==> src/rtl/fec_pkg.sv <==
package fec_pkg;
  typedef enum logic [2:0] {
    ST_IDLE,
    ST_WEN_REQ,
    ST_WEN_WAIT,
    ST_ERS_REQ,
    ST_ERS_WAIT,
    ST_POL_REQ,
    ST_POL_WAIT
  } seq_state_t;

  localparam logic [7:0] OPC_WREN = 8'h06;
  localparam logic [7:0] OPC_RDSR = 8'h05;
  localparam logic [7:0] OPC_SECT = 8'hD8;
  localparam logic [7:0] OPC_SUBS = 8'h20;
endpackage

==> src/rtl/fec_decode.sv <==
module fec_decode #(
  parameter int DATA_W  = 32,
  parameter int ADDR_W  = 24,
  parameter int KEY_W   = 10,
  parameter logic [KEY_W-1:0] KEY = 10'h1BE,
  parameter int SECT_SH = 16,
  parameter int SUB_SH  = 12
) (
  input  logic [DATA_W-1:0] wdata,
  output logic              is_unlock,
  output logic              is_erase,
  output logic              is_sub,
  output logic [ADDR_W-1:0] byte_addr
);
  localparam int BIT_ERS = DATA_W - 1;
  localparam int BIT_UNL = DATA_W - 2;
  localparam int BIT_SUB = DATA_W - 4;
  localparam logic [ADDR_W-1:0] SECT_MASK = {ADDR_W{1'b1}} << SECT_SH;
  localparam logic [ADDR_W-1:0] SUB_MASK  = {ADDR_W{1'b1}} << SUB_SH;

  logic [ADDR_W-1:0] full_addr;
  logic              key_ok;

  always_comb begin
    full_addr = {wdata[ADDR_W-3:0], 2'b00};
    key_ok    = (wdata[KEY_W-1:0] == KEY);
    is_unlock = ~wdata[BIT_ERS] & wdata[BIT_UNL];
    is_erase  = wdata[BIT_ERS] & wdata[BIT_UNL] & key_ok;
    is_sub    = wdata[BIT_SUB];
    byte_addr = is_sub ? (full_addr & SUB_MASK) : (full_addr & SECT_MASK);
  end
endmodule

==> src/rtl/fec_seq.sv <==
module fec_seq
  import fec_pkg::*;
#(
  parameter int ADDR_W = 24
) (
  input  logic              clk,
  input  logic              rst_n,
  input  logic              wr_en,
  input  logic              is_unlock,
  input  logic              is_erase,
  input  logic              is_sub,
  input  logic [ADDR_W-1:0] byte_addr,
  input  logic              cmd_done,
  input  logic              dev_busy,
  output logic              cmd_req,
  output logic [7:0]        cmd_op,
  output logic [ADDR_W-1:0] cmd_addr,
  output logic              busy,
  output logic              wip,
  output logic              wp_off,
  output logic              irq
);
  seq_state_t        state_q, state_d;
  logic [ADDR_W-1:0] addr_q;
  logic              sub_q;
  logic              wp_off_q, wp_off_d;
  logic              irq_q, irq_d;
  logic              cap_en;

  always_comb begin
    state_d  = state_q;
    wp_off_d = wp_off_q;
    irq_d    = 1'b0;
    cap_en   = 1'b0;
    case (state_q)
      ST_IDLE: begin
        if (wr_en && is_unlock) begin
          state_d = ST_WEN_REQ;
        end else if (wr_en && is_erase && wp_off_q) begin
          state_d = ST_ERS_REQ;
          cap_en  = 1'b1;
        end
      end
      ST_WEN_REQ:  state_d = ST_WEN_WAIT;
      ST_WEN_WAIT: begin
        if (cmd_done) begin
          state_d  = ST_IDLE;
          wp_off_d = 1'b1;
        end
      end
      ST_ERS_REQ:  state_d = ST_ERS_WAIT;
      ST_ERS_WAIT: if (cmd_done) state_d = ST_POL_REQ;
      ST_POL_REQ:  state_d = ST_POL_WAIT;
      ST_POL_WAIT: begin
        if (cmd_done) begin
          if (dev_busy) begin
            state_d = ST_POL_REQ;
          end else begin
            state_d  = ST_IDLE;
            wp_off_d = 1'b0;
            irq_d    = 1'b1;
          end
        end
      end
      default: state_d = ST_IDLE;
    endcase
  end

  always_ff @(posedge clk or negedge rst_n) begin
    if (!rst_n) begin
      state_q  <= ST_IDLE;
      wp_off_q <= 1'b0;
      irq_q    <= 1'b0;
    end else begin
      state_q  <= state_d;
      wp_off_q <= wp_off_d;
      irq_q    <= irq_d;
    end
  end

  always_ff @(posedge clk or negedge rst_n) begin
    if (!rst_n) begin
      addr_q <= '0;
      sub_q  <= 1'b0;
    end else if (cap_en) begin
      addr_q <= byte_addr;
      sub_q  <= is_sub;
    end
  end

  always_comb begin
    cmd_req  = (state_q == ST_WEN_REQ) || (state_q == ST_ERS_REQ) ||
               (state_q == ST_POL_REQ);
    cmd_addr = (state_q == ST_ERS_REQ) ? addr_q : '0;
    case (state_q)
      ST_WEN_REQ: cmd_op = OPC_WREN;
      ST_ERS_REQ: cmd_op = sub_q ? OPC_SUBS : OPC_SECT;
      ST_POL_REQ: cmd_op = OPC_RDSR;
      default:    cmd_op = 8'h00;
    endcase
    busy   = (state_q != ST_IDLE);
    wip    = (state_q == ST_ERS_REQ) || (state_q == ST_ERS_WAIT) ||
             (state_q == ST_POL_REQ) || (state_q == ST_POL_WAIT);
    wp_off = wp_off_q;
    irq    = irq_q;
  end

  p_req_single_r11: assert property (@(posedge clk) disable iff (!rst_n)
    cmd_req |=> !cmd_req);
  p_irq_single_r8: assert property (@(posedge clk) disable iff (!rst_n)
    irq |=> !irq);
  p_poll_follow_r6: assert property (@(posedge clk) disable iff (!rst_n)
    (state_q == ST_ERS_WAIT && cmd_done) |=> (cmd_req && cmd_op == OPC_RDSR));
  p_erase_unlocked_r3: assert property (@(posedge clk) disable iff (!rst_n)
    (cmd_req && (cmd_op == OPC_SECT || cmd_op == OPC_SUBS)) |-> wp_off);
  p_rearm_r10: assert property (@(posedge clk) disable iff (!rst_n)
    irq |-> !wp_off);
  p_wip_end_r7: assert property (@(posedge clk) disable iff (!rst_n)
    $fell(wip) |-> irq);
endmodule

==> src/rtl/flash_erase_ctl.sv <==
module flash_erase_ctl #(
  parameter int DATA_W = 32,
  parameter int ADDR_W = 24,
  parameter int KEY_W  = 10,
  parameter logic [KEY_W-1:0] KEY = 10'h1BE
) (
  input  logic              clk,
  input  logic              rst_n,
  input  logic              reg_wr,
  input  logic [DATA_W-1:0] reg_wdata,
  output logic [DATA_W-1:0] reg_rdata,
  output logic              bus_stall,
  output logic              cmd_req,
  output logic [7:0]        cmd_op,
  output logic [ADDR_W-1:0] cmd_addr,
  input  logic              cmd_done,
  input  logic              dev_busy,
  output logic              irq
);
  logic              dec_unlock, dec_erase, dec_sub;
  logic [ADDR_W-1:0] dec_addr;
  logic              seq_busy, seq_wip, seq_wp_off;

  fec_decode #(
    .DATA_W(DATA_W), .ADDR_W(ADDR_W), .KEY_W(KEY_W), .KEY(KEY),
    .SECT_SH(16), .SUB_SH(12)
  ) u_dec (
    .wdata(reg_wdata), .is_unlock(dec_unlock), .is_erase(dec_erase),
    .is_sub(dec_sub), .byte_addr(dec_addr)
  );

  fec_seq #(.ADDR_W(ADDR_W)) u_seq (
    .clk(clk), .rst_n(rst_n), .wr_en(reg_wr),
    .is_unlock(dec_unlock), .is_erase(dec_erase), .is_sub(dec_sub),
    .byte_addr(dec_addr), .cmd_done(cmd_done), .dev_busy(dev_busy),
    .cmd_req(cmd_req), .cmd_op(cmd_op), .cmd_addr(cmd_addr),
    .busy(seq_busy), .wip(seq_wip), .wp_off(seq_wp_off), .irq(irq)
  );

  always_comb begin
    reg_rdata = {seq_wip, seq_wp_off, {(DATA_W-2){1'b0}}};
    bus_stall = seq_busy;
  end

  p_irq_clears_wip_r8: assert property (@(posedge clk) disable iff (!rst_n)
    irq |-> !reg_rdata[DATA_W-1]);
  p_wip_stalls_r9: assert property (@(posedge clk) disable iff (!rst_n)
    reg_rdata[DATA_W-1] |-> bus_stall);
endmodule

==> config.mk <==
export PLATFORM = sky130hd
export DESIGN_NAME = flash_erase_ctl
export DESIGN_NICKNAME = d
export VERILOG_FILES = /design/src/rtl/fec_pkg.sv /design/src/rtl/fec_decode.sv /design/src/rtl/fec_seq.sv /design/src/rtl/flash_erase_ctl.sv
export SDC_FILE = /design/constraint.sdc
export NUM_CORES = 1
export LEC_CHECK = 0
export CORE_MARGIN = 10
export CORE_UTILIZATION = 60
export DETAILED_ROUTE_END_ITERATION = 12
export DONT_BUFFER_PORTS = 1
export PLACE_DENSITY = 0.76
export RECOVER_POWER = 25
export SETUP_SLACK_MARGIN = 0.4
export SLEW_MARGIN = 10
export SYNTH_ARGS = -nofsm -noshare
export SYNTH_HDL_FRONTEND = slang
export SYNTH_SLANG_ARGS = --single-unit
==> constraint.sdc <==
create_clock -name clk -period 2.25 [get_ports clk]
set_clock_uncertainty 0.1 [all_clocks]
set_input_delay 0.5625 -clock clk [delete_from_list [all_inputs] [get_ports clk]]
set_output_delay 0.5625 -clock clk [all_outputs]
set_load 0.01 [all_outputs]
==> results.md <==
- Status: finished clean
- P&R area growth vs syn: 9.63%
- Leakage power: 0.804 nW
- Comb pwr share: 0.512
- Netlist cell types: 28
- Fraction of layout cells with a size suffix above 1: 0.361
- Final WL: 3300 um
- CP required: 1590 ps
- Overflow after GRT: 0
- Synth Register Bits: 18
- Worst-path cell chain: nand2_4 > buf_6 > nor3_4 > buf_6
- Post-synth top area cell: dfrtp_1
- Most used DFF post-synth: dfrtp_1
- Worst hold-check path type: input pin to register
- Sequential-to-total area share from yosys stat: 0.343
- Tightest Pin Transition: 821 ps
- CTS tree: built
- Post-route cell area: 1440 um2
- EDFF count, synth: 0
- Most numerous cell in the Yosys netlist: buf_4
- Nets@finish: 185
- Clock transition at the registers of the reported paths: 100 ps
- Hold Path Stages: 2
- CTS Sinks: 18
- Reg2Reg Depth: 5
- Clock latency on the worst-skew pair: 290 ps
- Cells after Synth: 134
- Fill count: 146
- Pint: 751 uW
- Worst-path maximum fanout: 6
- Finished Layout Cells: 174
- # Max-Cap Violations: 0
- Reg-to-Reg Start: u_seq.state_q[1]
- Synth area leaders: dfrtp_1 34%, buf_4 27%, mux2_4 5.7%
- Critical Path AT: 1310 ps
- Flop pwr share: 0.329
- Fin Setup TNS: 0 ps
- H-Tree Depth: 1
- Post-layout util: 0.712
- Pwr per Cell Area: 858 nW/um2
- 1st-iter DRT viols: 15
- Final Hold Viols: 0
- Root Driver: clkbuf_4
- Critical path class: register to primary output
- Floorplan Core Area: 2020 um2
- Fin. max-slew vios: 0
- Ys Warns: 0
- Total CTS buffers: 3
- Synth Cell Area: 1310 um2
- Initial core utilization: 0.649
- Critical Path Start Type: register
- Final setup viols: 0
- Fmax: 506 MHz
- CP startpoint: u_seq.state_q[1]
- WL/cell: 19.0 um
- Fin crit period: 1980 ps
- Synth top area share: 0.343
- Clock share of power: 0.159
- Core Rows: 16
- Port Buf Inserts: 0
- Vias: 856
- CP Capture Type: primary output
- Period Utilization, post-route: 0.878
- Via density: 4.92
- I/O pin total: 104
- Slowest-stage cell, CP: dfrtp_1
- FFs w/ async S/R, synth: 1.00
- RSZ-0062 raised after global routing: yes
- Die extent in x: 66.8 um
- DR pass1 iterations: 4
- Die ar.: 4460 um2
- Antenna Cells: 0
- Worst vdd ir: 0.542 mV
- Switching power: 483 uW
- Gr usage total: 0.122
- Cell mode on critical path: buf_6
- Area after DPL: 1150 um2
- Largest net degree at the start of global routing: 19
- Slew headroom: 0.451
- WP buf/inv: 2
- Net Sw Frac: 0.391
- Slowest stage delay, CP: 470 ps
- Die Height: 66.8 um
- Hold Slack: 299 ps
- Vias in the first global route: 897
- HPWL Detailed: 2330 um
- Final ANT Viol Nets: 0
- Cell count after placement: 155
- Initial antenna violation count: 0
- Clock tree buffer depth: 2
- Crit-path leading delay family: flip-flops
- Crit path depth: 4
- Post-route DRC: 0
- Hold Startpoint: reg_wdata[28]
- GPL Wtd Cong: 0.756
- Synth cell count leaders: 47 x buf_4, 18 x dfrtp_1, 9 x and2_1, 8 x nand2_1
- Global-route wire length before repair: 4310 um
- Syn Area/Cell: 9.79 um2
-- stage by stage --
| stage | total power [mW] | worst slack, ps |
|---|---|---|
| floorplan | 0.774 | 315 |
| global placement | 0.745 | 347 |
| detailed placement | 0.751 | 311 |
| CTS | 1.14 | 321 |
| global route | 1.30 | 218 |
| finish | 1.23 | 275 |
-- power groups by stage --
stage	registers (mW)	logic, mW	clock network, mW
final	0.406	0.632	0.197
after global routing	0.410	0.673	0.220
after CTS	0.395	0.543	0.204
after detailed placement	0.412	0.339	0
after global placement	0.409	0.336	0
after floorplan	0.395	0.380	0
-- cells in the final DEF, fill, tap and decap left out, drive strengths merged, types with 2 or more instances in the layout --
cell type  count
mux2i          4
and2           9
nand2          8
buf           14
nor3           5
inv            6
dfrtp         18
nand2b         4
mux2           9
conb          42
clkbuf         5
nand4b         3
nor2           7
nor2b          2
-- worst paths after layout --
path / end / slack [ps]
setup / recovery: cmd_op[6] / 270
hold / removal: u_seq.addr_q[12] / 300
setup reg to reg: u_seq.addr_q[22] / 320
hold reg to reg: u_seq.addr_q[19] / 420
max in group asynchronous: u_seq.addr_q[15] / 840
min in group asynchronous: u_seq.state_q[0] / 700
-- per-layer routing --
metal | GRT usage | share of wire
met5 | 0 | 0
met2 | 0.212 | 0.51
met3 | 0.0719 | 0.17
met1 | 0.122 | 0.32
met4 | 0.0314 | 0
-- flip-flops by register name (all words and copies together) (netlist names) --
signal and flops:
u_seq.sub_q 1, u_seq.addr_q 12, u_seq.irq 1, u_seq.wp_off 1, u_seq.state_q 3
-- worst reg2reg max path, stage by stage (launching register included) --
cell	delay, ps
dfrtp_1	460
buf_6	150
or3_4	390
o21bai_4	190
nand2b_4	200
mux2_4	330
-- area by class of cell --
cell class | instances | area (um2) | share of cell area
Inverter | 6 | 25.0 | 0.0174
Multi-Input combinational cell | 103 | 741 | 0.515
Sequential cell | 18 | 450 | 0.313
Tap cell | 27 | 33.8 | 0.0235
Clock buffer | 4 | 36.3 | 0.0252
Timing Repair Buffer | 16 | 153 | 0.106
-- repair_timing --
item                                    in CTS  in global routing
hold buffers                                 1                  0
setup buffers                                9                  3
hold endpoints to repair                    18                  0
resized for setup                           20                 16
cloned                                       1                  1
endpoints found under the setup margin      31                 36
pin swaps                                    3                 10
-- kinds of logic after synthesis --
family / share of synthesized area
AND/OR/NAND/NOR: 0.169
XOR/XNOR: 0.00667
AO/OA/AOI/OAI: 0.0439
flip-flops: 0.343
other: 0.00286
multiplexers: 0.122
buffers and inverters: 0.313
Power figures use the tool's default switching activity.
